File: config.mk
export PLATFORM = sky130hd
export DESIGN_NAME = upd_doorbell_seq
export DESIGN_NICKNAME = d
export VERILOG_FILES = /design/src/rtl/upd_seq_pkg.sv /design/src/rtl/upd_reg_decode.sv /design/src/rtl/upd_phase_ctrl.sv /design/src/rtl/upd_doorbell_seq.sv
export SDC_FILE = /design/constraint.sdc
export NUM_CORES = 1
export LEC_CHECK = 0
export BUFFER_PORTS_ARGS = -buffer_cell sky130_fd_sc_hd__buf_2
export CAP_MARGIN = 20
export CELL_PAD_IN_SITES_DETAIL_PLACEMENT = 0
export CELL_PAD_IN_SITES_GLOBAL_PLACEMENT = 1
export CORE_UTILIZATION = 38
export CTS_BUF_LIST = sky130_fd_sc_hd__clkbuf_2
export DETAILED_ROUTE_END_ITERATION = 7
export PLACE_DENSITY = 0.91
export SLEW_MARGIN = 15
export SYNTH_ARGS = -nofsm -noshare
export SYNTH_HDL_FRONTEND = slang
export SYNTH_HIERARCHICAL = 1
export SYNTH_SLANG_ARGS = --single-unit
File: constraint.sdc
create_clock -name clk -period 5.4 [get_ports clk]
set_clock_uncertainty 0.15 [all_clocks]
set_input_delay 1.08 -clock clk [delete_from_list [all_inputs] [get_ports clk]]
set_output_delay 1.08 -clock clk [all_outputs]
set_load 0.03 [all_outputs]
File: src/rtl/upd_seq_pkg.sv
package upd_seq_pkg;

    typedef enum logic [3:0] {
        PG_IDLE    = 4'd0,
        PG_PREP    = 4'd1,
        PG_READY   = 4'd3,
        PG_AUTH    = 4'd4,
        PG_COPY    = 4'd5,
        PG_CANCEL  = 4'd6,
        PG_KEYHASH = 4'd7,
        PG_DONE    = 4'd8,
        PG_AUXLOAD = 4'd9
    } phase_e;

    localparam logic [3:0] HC_IDLE  = 4'd0;
    localparam logic [3:0] HC_WDONE = 4'd1;
    localparam logic [3:0] HC_ABORT = 4'd2;

    localparam logic [7:0] OC_OK        = 8'h00;
    localparam logic [7:0] OC_TIMEOUT   = 8'h01;
    localparam logic [7:0] OC_AUTHFAIL  = 8'h02;
    localparam logic [7:0] OC_COPYFAIL  = 8'h03;
    localparam logic [7:0] OC_ERASEFAIL = 8'h07;
    localparam logic [7:0] OC_WEAROUT   = 8'h08;

    localparam int REQ_POS = 0;
    localparam int PH_LSB  = 4;
    localparam int HC_LSB  = 8;
    localparam int OC_LSB  = 16;
    localparam int WORD_W  = 32;

    typedef struct packed {
        phase_e              phase;
        logic [7:0]          outcome;
        logic                req;
        logic [3:0]          hcmd;
        logic [WORD_W-1:0]   auth_res;
        logic                erase_go;
        logic                auth_go;
        logic                copy_go;
    } seq_state_t;

endpackage

File: src/rtl/upd_reg_decode.sv
module upd_reg_decode
    import upd_seq_pkg::*;
#(
    parameter int             AW     = 8,
    parameter logic [AW-1:0]  DB_OFF = '0
) (
    input  logic                reg_we,
    input  logic [AW-1:0]       reg_addr,
    input  logic [WORD_W-1:0]   reg_wdata,
    input  phase_e              phase,
    input  logic [7:0]          outcome,
    input  logic                req,
    input  logic [3:0]          hcmd,
    input  logic [WORD_W-1:0]   auth_res,
    output logic                db_we,
    output logic                wr_req,
    output logic [3:0]          wr_hcmd,
    output logic [WORD_W-1:0]   reg_rdata
);
    localparam logic [AW-1:0] AR_OFF = AW'(32'(DB_OFF) + 32'd4);

    logic sel_db;
    logic sel_ar;
    logic unused_wbits;

    assign sel_db = (reg_addr == DB_OFF);
    assign sel_ar = (reg_addr == AR_OFF);

    assign db_we   = reg_we && sel_db;
    assign wr_req  = reg_wdata[REQ_POS];
    assign wr_hcmd = reg_wdata[HC_LSB +: 4];

    assign unused_wbits = ^{reg_wdata[WORD_W-1:HC_LSB+4], reg_wdata[HC_LSB-1:REQ_POS+1]};

    always_comb begin
        reg_rdata = '0;
        if (sel_db) begin
            reg_rdata[REQ_POS]        = req;
            reg_rdata[PH_LSB +: 4]    = phase;
            reg_rdata[HC_LSB +: 4]    = hcmd;
            reg_rdata[OC_LSB +: 8]    = outcome;
        end else if (sel_ar) begin
            reg_rdata = auth_res;
        end
    end

endmodule

File: src/rtl/upd_phase_ctrl.sv
module upd_phase_ctrl
    import upd_seq_pkg::*;
(
    input  logic                clk,
    input  logic                rst_n,
    input  logic                db_we,
    input  logic                wr_req,
    input  logic [3:0]          wr_hcmd,
    input  logic                erase_done,
    input  logic                erase_fail,
    input  logic                erase_wearout,
    input  logic                auth_done,
    input  logic                auth_pass,
    input  logic [WORD_W-1:0]   auth_code,
    input  logic                copy_done,
    input  logic                copy_ok,
    output seq_state_t          st
);
    seq_state_t st_d, st_q;
    logic       clr_hcmd;

    always_comb begin
        st_d          = st_q;
        st_d.erase_go = 1'b0;
        st_d.auth_go  = 1'b0;
        st_d.copy_go  = 1'b0;
        clr_hcmd      = 1'b0;

        case (st_q.phase)
            PG_IDLE, PG_DONE: begin
                if (st_q.req && st_q.hcmd == HC_IDLE) begin
                    st_d.phase    = PG_PREP;
                    st_d.outcome  = OC_OK;
                    st_d.auth_res = '0;
                    st_d.erase_go = 1'b1;
                end
            end
            PG_PREP: begin
                if (erase_done) begin
                    clr_hcmd = 1'b1;
                    if (erase_fail) begin
                        st_d.phase   = PG_IDLE;
                        st_d.outcome = OC_ERASEFAIL;
                    end else if (erase_wearout) begin
                        st_d.phase   = PG_IDLE;
                        st_d.outcome = OC_WEAROUT;
                    end else begin
                        st_d.phase   = PG_READY;
                    end
                end
            end
            PG_READY: begin
                if (st_q.hcmd == HC_WDONE) begin
                    st_d.phase   = PG_AUTH;
                    st_d.auth_go = 1'b1;
                end else if (st_q.hcmd == HC_ABORT) begin
                    st_d.phase   = PG_CANCEL;
                end
            end
            PG_AUTH: begin
                if (auth_done) begin
                    if (auth_pass) begin
                        st_d.phase    = PG_COPY;
                        st_d.copy_go  = 1'b1;
                        st_d.auth_res = '0;
                    end else begin
                        clr_hcmd      = 1'b1;
                        st_d.phase    = PG_IDLE;
                        st_d.outcome  = OC_AUTHFAIL;
                        st_d.auth_res = (auth_code == '0) ? WORD_W'(1) : auth_code;
                    end
                end
            end
            PG_COPY: begin
                if (copy_done) begin
                    clr_hcmd = 1'b1;
                    if (copy_ok) begin
                        st_d.phase   = PG_DONE;
                        st_d.outcome = OC_OK;
                    end else begin
                        st_d.phase   = PG_IDLE;
                        st_d.outcome = OC_COPYFAIL;
                    end
                end
            end
            PG_CANCEL: begin
                clr_hcmd     = 1'b1;
                st_d.phase   = PG_IDLE;
                st_d.outcome = OC_OK;
            end
            default: begin
                clr_hcmd   = 1'b1;
                st_d.phase = PG_IDLE;
            end
        endcase

        // Host-owned fields: a host write in this cycle takes precedence.
        if (db_we) begin
            st_d.req  = wr_req;
            st_d.hcmd = wr_hcmd;
        end else begin
            st_d.req  = 1'b0;
            if (clr_hcmd) begin
                st_d.hcmd = HC_IDLE;
            end
        end
    end

    always_ff @(posedge clk) begin
        if (!rst_n) begin
            st_q <= '{phase: PG_IDLE, outcome: OC_OK, req: 1'b0, hcmd: HC_IDLE,
                      auth_res: '0, erase_go: 1'b0, auth_go: 1'b0, copy_go: 1'b0};
        end else begin
            st_q <= st_d;
        end
    end

    assign st = st_q;

    p_phase_legal_r2: assert property (@(posedge clk) disable iff (!rst_n)
        st_q.phase inside {PG_IDLE, PG_PREP, PG_READY, PG_AUTH, PG_COPY, PG_CANCEL, PG_DONE});

    p_start_from_rest_r4: assert property (@(posedge clk) disable iff (!rst_n)
        st_q.erase_go |-> (st_q.phase == PG_PREP && $past(st_q.phase) inside {PG_IDLE, PG_DONE}));

    p_req_consumed_r5: assert property (@(posedge clk) disable iff (!rst_n)
        (st_q.req && !db_we) |=> !st_q.req);

    p_erase_exits_r6: assert property (@(posedge clk) disable iff (!rst_n)
        (st_q.phase == PG_PREP && erase_done) |=> st_q.phase inside {PG_IDLE, PG_READY});

    p_auth_from_ready_r7: assert property (@(posedge clk) disable iff (!rst_n)
        st_q.auth_go |-> (st_q.phase == PG_AUTH && $past(st_q.phase) == PG_READY));

    p_cancel_from_ready_r8: assert property (@(posedge clk) disable iff (!rst_n)
        st_q.phase == PG_CANCEL |-> $past(st_q.phase) == PG_READY);

    p_cancel_returns_r8: assert property (@(posedge clk) disable iff (!rst_n)
        (st_q.phase == PG_CANCEL && !db_we) |=> (st_q.phase == PG_IDLE && st_q.hcmd == HC_IDLE));

    p_authfail_report_r10: assert property (@(posedge clk) disable iff (!rst_n)
        (st_q.phase == PG_AUTH && auth_done && !auth_pass) |=>
            (st_q.phase == PG_IDLE && st_q.outcome == OC_AUTHFAIL && st_q.auth_res != '0));

    p_copy_go_pulse_r9: assert property (@(posedge clk) disable iff (!rst_n)
        st_q.copy_go |=> !st_q.copy_go);

endmodule

File: src/rtl/upd_doorbell_seq.sv
module upd_doorbell_seq
    import upd_seq_pkg::*;
#(
    parameter int             AW     = 8,
    parameter logic [AW-1:0]  DB_OFF = '0
) (
    input  logic               clk,
    input  logic               rst_n,
    input  logic               reg_we,
    input  logic [AW-1:0]      reg_addr,
    input  logic [31:0]        reg_wdata,
    output logic [31:0]        reg_rdata,
    output logic               erase_go,
    input  logic               erase_done,
    input  logic               erase_fail,
    input  logic               erase_wearout,
    output logic               auth_go,
    input  logic               auth_done,
    input  logic               auth_pass,
    input  logic [31:0]        auth_code,
    output logic               copy_go,
    input  logic               copy_done,
    input  logic               copy_ok
);
    seq_state_t st;
    logic       db_we;
    logic       wr_req;
    logic [3:0] wr_hcmd;

    upd_reg_decode #(.AW(AW), .DB_OFF(DB_OFF)) u_decode (
        .reg_we    (reg_we),
        .reg_addr  (reg_addr),
        .reg_wdata (reg_wdata),
        .phase     (st.phase),
        .outcome   (st.outcome),
        .req       (st.req),
        .hcmd      (st.hcmd),
        .auth_res  (st.auth_res),
        .db_we     (db_we),
        .wr_req    (wr_req),
        .wr_hcmd   (wr_hcmd),
        .reg_rdata (reg_rdata)
    );

    upd_phase_ctrl u_ctrl (
        .clk           (clk),
        .rst_n         (rst_n),
        .db_we         (db_we),
        .wr_req        (wr_req),
        .wr_hcmd       (wr_hcmd),
        .erase_done    (erase_done),
        .erase_fail    (erase_fail),
        .erase_wearout (erase_wearout),
        .auth_done     (auth_done),
        .auth_pass     (auth_pass),
        .auth_code     (auth_code),
        .copy_done     (copy_done),
        .copy_ok       (copy_ok),
        .st            (st)
    );

    assign erase_go = st.erase_go;
    assign auth_go  = st.auth_go;
    assign copy_go  = st.copy_go;

endmodule

# Word-level counts from Yosys, hierarchy flattened
# Cells that the tools add are included.
# totals
output_inout_bits,35
register_bits,52
# op_classes
eq_ne,16
reduce_logical,18
muxes,35
# ops
cell,count
$mux W32,4
$pmux W32 S2,1
$mux W12,5
$mux W8,5
$pmux W8 S5,1
$mux W33,1
$logic_not A32 Y1,1
$mux W4,5
$pmux W4 S5,1
$eq A4 B3 Y1 const B,3
$mux W10,1
$eq A4 B1 Y1 const B,2
$eq A4 B2 Y1 const B,2
$eq A8 B3 Y1 const B,1
$logic_not A4 Y1,2
$logic_not A8 Y1,1
$ne A2 B2 Y1 const B,4
$mux W1,7
$reduce_and A7 Y1,1
$mux W3,2
$reduce_and A2 Y1,3
$reduce_and A3 Y1,2
$reduce_and A5 Y1,1
$reduce_bool A5 Y1,1
other kinds (10),12

# Depth between registers and ports, before layout
# Gate-level depths: netlist (run 1).
# logic_depth
depth_word,5
mapped_depth,8
depth_no_buf,5

# By module
# The synthesis (run 1) kept the hierarchy.
# by_module_without_submodules
mod,seq_area_each_um2,cells_each,instances,area_each_um2
upd_phase_ctrl,960.9,221,1,2068.2
upd_reg_decode,0.0,84,1,590.6

# Worst setup path before layout (run 1)
# No wires, ideal clock.
# synth_timing
kind,input to output
startpoint,input port reg_addr[5]
endpoint,output port reg_rdata[16]
setup_slack_ns,1.605
n_path_buf,2
required_ns,4.170
arrival_time_ns,2.565
stages,4
path_cell_list,or4_4 buf_6 buf_6 nor3_1
# synth_between
elab_chain_len,3
elab_cells_between_ends,4
classes_between,eq/ne: 1; mux: 2; reduce/logical: 1
# synth_lines
element,line_no,source
"start, declared",upd_doorbell_seq.sv:10,"input logic [AW-1:0] reg_addr,"
$eq A8 B3 Y1,upd_reg_decode.sv:27,assign sel_ar = (reg_addr == AR_OFF);
$mux W32,upd_reg_decode.sv:42,end else if (sel_ar) begin
$mux W8 *,upd_reg_decode.sv:37,if (sel_db) begin
"end, declared",upd_doorbell_seq.sv:12,"output logic [31:0] reg_rdata,"
# Mark *: on every way between the ends. The rest lies on a longest branch, timed or not.

# Worst setup path in the final report (run 1)
# layout_timing
startpoint,input port reg_addr[2]
endpoint,output port reg_rdata[24]
# The elaborated chain is that of the path after synthesis.

==> summary.txt, run 1 <==
Status
  – Outcome: complete, no violations

Detailed routing
  – DR vias: 2441
  – Avg WL per Cell: 14.4 um
  – Via density: approximately 5.2
  – Initial DRC Count: roughly 180
  – Final ANT Viol Nets: 0
  – Routed wire length: 6730 um
  – DR pass1 iterations: 4
  – DR DRC count: 0

Setup path
  – Worst path max stage delay: 0.83 ns
  – Critical Setup Path Class: in -> out
  – Worst r2r src: u_ctrl/st[50]
  – Most common cell on crit path: buf_2
  – Critical path fanouts, max: 19
  – Flop2flop setup slack: 2.94 ns
  – Crit path cell chain: buf_2, or4b_1, nor3_1, buf_2
  – R2R Path End: u_ctrl/st[3]
  – Worst EP required: 4.17 ns
  – Worst EP arrival: roughly 2.9 ns
  – CP Launch Type: input port
  – Max stage delay cell, worst path: or4b_1
  – CP endpoint kind: output port
  – R2R depth: 6

Floorplanning
  – Core Footprint: between 0.006 and 0.007 mm2
  – Die Height: 85.6 um
  – Die width: around 86 um
  – Row cnt: 30
  – Top Ports: 117
  – Die area: 0.00734 mm2
  – Starting density of the core: approximately 39%

Placed design
  – DP Cell Count: 460
  – I/O Buffers: 89
  – HPWL Detailed: 4770 um
  – GPL Wtd Cong: 0.810

CTS
  – Post-CTS Setup Bufs: 0
  – Clock slew at reported path FFs: 0.22 ns
  – Hold_buf cts: 0
  – Root buffer cell: clkbuf_2
  – CTS max path bufs: 2
  – Cts repair resizes: 0
  – CTS tree: yes
  – Clock sink total: 48
  – Worst-Skew Late Latency: between 0.4 and 0.5 ns
  – H-tree levels: 2
  – CTS buffer count: 5

Global routing
  – Vias in the first global route: approximately 2200
  – GRT Total Usage: 18.6%
  – Largest net degree at the start of global routing: 52
  – Antenna violations before repair: 0
  – First-pass GRT wire length: 10900 um
  – Aggregate global routing overflow: 0

Logic synthesis
  – Cell taking the most area after synthesis: dfxtp_1
  – Post-synthesis sequential area ratio: 36.1%
  – Syn Area/Cell: about 8.7 um2
  – Netlist cell types: 43
  – Ys async rst share: 0%
  – Yosys warns: 6
  – Ys flop type: dfxtp_1
  – Synth Cell Area: 0.00266 mm2
  – Commonest cells in the synthesized netlist: dfxtp_1, nor2b_1, nor3_1
  – Synth top area share: 36.1%
  – Register bit total from synthesis: between 40 and 50
  – EDFF count, synth: 0
  – Top post-synthesis cells by area: dfxtp_1, a22oi_1, mux2i_1
  – Top-count cell post-synth: dfxtp_1
  – Mapped Cells: 305

Timing
  – Setup violators final: 0
  – Slew @ Worst Pin: 0.801 ns
  – Fmax: around 240 MHz
  – Final hold viol count: 0
  – Setup TNS: 0 ns
  – Fin crit share: 75.7%
  – RSZ-0062 raised after global routing: false
  – Final Slew Violations: 0
  – Tmin final: 4.09 ns
  – Worst relative slew slack: 46.5%
  – Hold slack: roughly 0.33 ns

Final layout
  – Share of layout cells above drive strength 1: 30.7%
  – Layout net count: 453
  – ANT cells: 0
  – Syn-to-layout area delta: 15.2%
  – Finished Layout Cells: 467
  – Max FFs per register: 48

Min path
  – WHS Path Cells: 2
  – Worst hold path endpoint: u_ctrl/st[42]
  – Min-Delay Path Class: reg -> reg
  – Hold Startpoint: u_ctrl/st[42]

Power
  – Worst VDD drop: ~0.095 mV
  – Leak Pwr: 1.20 nW
  – Pwr/cell area: 186 mW/mm2

Run
  – Max cap viols: 0
## through the flow
stage | area, um2 | utilization, % | power (mW) | worst slack, ns
finish | 3060 | 45.1 | 0.571 | 1.31
global route | 3060 | 45.1 | 0.597 | 1.13
CTS | 3060 | 45.1 | 0.575 | 1.31
detailed placement | 3030 | 44.6 | 0.436 | 1.32
global placement | 3030 | 44.6 | 0.436 | 1.33
floorplan | 2670 | - | 0.413 | 1.60
## worst max-delay path: cells and delay by family
kind / cells / cell delay, ns
buffers and inverters: 2 / 0.68
AND/OR/NAND/NOR: 2 / 1.09
## layout make-up
| cell class | count | area (um2) |
|---|---|---|
| Clock buffer | 5 | 25.0 |
| Multi-Input combinational cell | 206 | 1420 |
| Tap cell | 96 | 120 |
| Sequential cell | 48 | 961 |
| Inverter | 19 | 71.3 |
| Fill cell | 700 | 3730 |
| Clock inverter | 2 | 7.51 |
| Timing Repair Buffer | 91 | 460 |
## cell usage in the layout (no fill, tap or decap), types with 2 or more instances in the layout
cell type   n
a21boi_0    2
a21oi_1     3
a22o_1      4
a22oi_1    27
a31oi_1     4
a32o_1      4
and2_1      3
and3_1      4
buf_2      89
buf_4       2
clkbuf_2    5
clkinv_1    2
conb_1      4
dfxtp_1    48
inv_1      19
mux2i_1    20
nand2_1    10
nand2b_1    4
nand3_1     5
nand4_1     2
nor2_1      8
nor2b_1    28
nor3_1     28
nor3_2     10
nor4_1      9
o21ai_0     6
or3_1       3
## worst max path at each step
stage               slack (ns)        start            end  cells past startpoint
floorplan                 1.60  reg_addr[5]  reg_rdata[16]                      4
global placement          1.33  reg_addr[2]  reg_rdata[24]                      4
detailed placement        1.32  reg_addr[2]  reg_rdata[24]                      4
CTS                       1.31  reg_addr[2]  reg_rdata[24]                      4
global route              1.13  reg_addr[2]  reg_rdata[25]                      4
finish                    1.31  reg_addr[2]  reg_rdata[24]                      4
## cells by family (layout without fill, tap and decap cells)
| kind of cell | count (synthesis) | in the layout | synth area share (%) |
|---|---|---|---|
| compound gates | 58 | 58 | 16.4 |
| simple gates | 122 | 122 | 27.9 |
| mux | 21 | 21 | 7.95 |
| flops | 48 | 48 | 36.1 |
| buf+inv | 54 | 117 | 11.2 |
| other cells | 1 | 4 | 0.141 |
| xor+xnor | 1 | 1 | 0.329 |
## where the power goes
group,leakage [nW],switching [mW],total (mW),internal (mW)
sequential,0.386,0.00350,0.360,0.356
combinational,0.793,0.0386,0.0709,0.0323
clock,0.0239,0.113,0.140,0.0267
## per-layer routing
layer  vias up  GRT usage, %  routed length, um
met5         -             0                  0
met4         0          4.09                 50
met3         4          3.56                405
met2        87          29.4               3100
met1      1129          26.2               3170
li1       1221             -                  -
(Power assumes the default switching activity.)
==> run 2: changes to the inputs <==
--- a/config.mk
+++ b/config.mk
@@ -9,10 +9,10 @@
 export CAP_MARGIN = 20
 export CELL_PAD_IN_SITES_DETAIL_PLACEMENT = 0
 export CELL_PAD_IN_SITES_GLOBAL_PLACEMENT = 1
-export CORE_UTILIZATION = 38
+export CORE_UTILIZATION = 32
 export CTS_BUF_LIST = sky130_fd_sc_hd__clkbuf_2
 export DETAILED_ROUTE_END_ITERATION = 7
-export PLACE_DENSITY = 0.91
+export PLACE_DENSITY = 0.82
 export SLEW_MARGIN = 15
 export SYNTH_ARGS = -nofsm -noshare
 export SYNTH_HDL_FRONTEND = slang
==> constraint.sdc (replaced) <==
create_clock -name clk -period 3.6 [get_ports clk]
set_clock_uncertainty 0.15 [all_clocks]
set_input_delay 0.72 -clock clk [delete_from_list [all_inputs] [get_ports clk]]
set_output_delay 0.72 -clock clk [all_outputs]
set_load 0.03 [all_outputs]
==> run 2 against run 1 <==
Highest routed layer unchanged. Die area rose by 18%. Non-clock buffer count is 3 higher. Register-to-register slack worse by 1.7 ns. Wire length increased by 3.8%. Clock power is 120% higher. Sequential share of layout area down 0.70 points. Utilization decreased by 5.4 points. Power up 67%. Critical endpoint is now reg_rdata[3]. Final cell count up 2.1%.
==> summary.txt, run 2 (synthesized netlist as in run 1, its figures left out) <==
Status
  – Outcome: complete, no violations

CTS
  – CTS buffer count: 5 (unchanged)
  – Clock slew at reported path FFs: 0.28 ns (+0.06 ns)
  – CTS tree: yes
  – Cts repair resizes: 0 (unchanged)
  – Worst-Skew Late Latency: 0.43 ns (about the same)
  – H-tree levels: 2 (unchanged)
  – CTS max path bufs: 2 (unchanged)
  – Clock sink total: 48 (unchanged)
  – Post-CTS Setup Bufs: 0 (unchanged)
  – Root buffer cell: clkbuf_2
  – Hold_buf cts: 0 (unchanged)

Setup path
  – Worst r2r src: u_ctrl/st[48]
  – CP Launch Type: input port
  – R2R Path End: u_ctrl/st[43]
  – Worst EP required: 2.73 ns (-1.44 ns)
  – CP endpoint kind: output port
  – Critical Setup Path Class: in -> out
  – Flop2flop setup slack: 1.21 ns (-1.73 ns)
  – CP Launch Point: reg_addr[1]
  – Worst EP arrival: 2.17 ns (-0.69 ns)
  – Critical path fanouts, max: 15 (-4)
  – R2R depth: 5 (-1)

Floorplanning
  – Core Footprint: 0.00789 mm2 (+16%)
  – Die width: 93.2 um (+8.8%)
  – Starting density of the core: 33.7% (-5.4 points)
  – Top Ports: 117 (unchanged)
  – Die area: 0.00868 mm2 (+18%)
  – Die Height: 93.2 um (+8.8%)
  – Row cnt: 32 (+6.7%)

Final layout
  – Finished Layout Cells: 477 (+2.1%)
  – ANT cells: 0 (unchanged)
  – Most common cell after layout, fill and taps aside: buf_2
  – Share of layout cells above drive strength 1: 32.0% (+1.3 points)
  – # fillers: 802 (+15%)
  – Max FFs per register: 48 (unchanged)
  – Syn-to-layout area delta: 17.8%
  – Fin util: 39.7% (-5.4 points)
  – Footprint of the multi-input gates: 0.00142 mm2 (unchanged)
  – Register area: 961 um2 (unchanged)
  – Most frequent cells in the layout: buf_2, dfxtp_1, nor3_1, nor2b_1, a22oi_1
  – Design Area, Final: 0.00313 mm2 (+2.3%)
  – Layout net count: 456 (+0.66%)

Timing
  – Final worst slack: 0.561 ns (-0.754 ns)
  – Final Slew Violations: 0 (unchanged)
  – Worst relative slew slack: 48.2% (+1.7 points)
  – Setup TNS: 0 ns (unchanged)
  – Final hold viol count: 0 (unchanged)
  – Slew @ Worst Pin: 0.775 ns (-0.0254 ns)
  – Hold slack: 0.308 ns (-0.0190 ns)
  – Fmax: 329 MHz
  – Tmin final: 3.04 ns
  – Setup violators final: 0 (unchanged)
  – Fin crit share: 84.4%
  – RSZ-0062 raised after global routing: false

Detailed routing
  – DR DRC count: 0 (unchanged)
  – DR vias: 2428 (-0.53%)
  – Routed wire length: 6980 um (+3.8%)
  – Final ANT Viol Nets: 0 (unchanged)
  – DR pass1 iterations: 4 (unchanged)
  – Via density: 5.09 (-2.6%)
  – Initial DRC Count: 103 (-41%)
  – Avg WL per Cell: 14.6 um (+1.6%)

Placed design
  – HPWL Detailed: 5190 um (+8.8%)
  – Placed inst area: 0.00306 mm2 (+0.99%)
  – I/O Buffers: 89 (unchanged)
  – GPL Wtd Cong: 0.823 (+1.5%)
  – Setup slack at placement: 0.566 ns (-0.751 ns)
  – DP Cell Count: 469 (+2.0%)

Run
  – Max cap viols: 0 (unchanged)

Min path
  – WHS Path Cells: 2 (unchanged)
  – Min-Delay Path Class: in -> reg
  – Worst hold path endpoint: u_ctrl/st[32]
  – Hold Startpoint: auth_code[29]

Global routing
  – Vias in the first global route: 2311 (+6.0%)
  – First-pass GRT wire length: 11300 um (+3.5%)
  – GRT Total Usage: 16.3% (-2.3 points)
  – Largest net degree at the start of global routing: 51 (-1.9%)
  – Aggregate global routing overflow: 0 (unchanged)
  – Antenna violations before repair: 0 (unchanged)

Power
  – PnR Total Power: 0.955 mW (+67%)
  – Pwr/cell area: 305 mW/mm2 (+64%)
  – Leak Pwr: 1.24 nW (+2.9%)
  – Worst VDD drop: 0.186 mV (+96%)
run 2: cell count changes in the layout (fill, tap and decap cells not counted), sizes merged:
cell and change:
bufinv +1, buf +3
run 2: layer usage:
layer	vias up	GRT usage, %	part of all wire, %
met5	-	0	0
met1	1130	21.4	48
met2	72	27.3	46
met4	0	4.36	1.1
met3	6	3.01	5.1
li1	1220	-	-
run 2: how the worst max path moves through the flow:
stage,to,depth (start not counted)
floorplan,reg_rdata[16],4
global placement,reg_rdata[15],4
detailed placement,reg_rdata[15],4
CTS,reg_rdata[4],4
global route,reg_rdata[15],4
finish,reg_rdata[3],4
run 2: worst max-delay path: stages:
cell	delay (ns)
buf_2	0.10
or4b_1	0.85
nor3_1	0.26
buf_2	0.24
run 2: final cells by class:
type,count,share of cell area (%)
clock buffer,5,0.799
clock inverter,3,1.52
inverter,19,2.28
multi-input combinational,206,45.2
sequential,48,30.7
tap,102,4.07
timing repair buffer,94,15.4
run 2: where the power goes:
part           total (mW)  internal, mW  leakage (nW)  switching (mW)
logic               0.108        0.0496         0.808          0.0589
clock network       0.306         0.120        0.0431           0.186
registers           0.540         0.535         0.386         0.00543
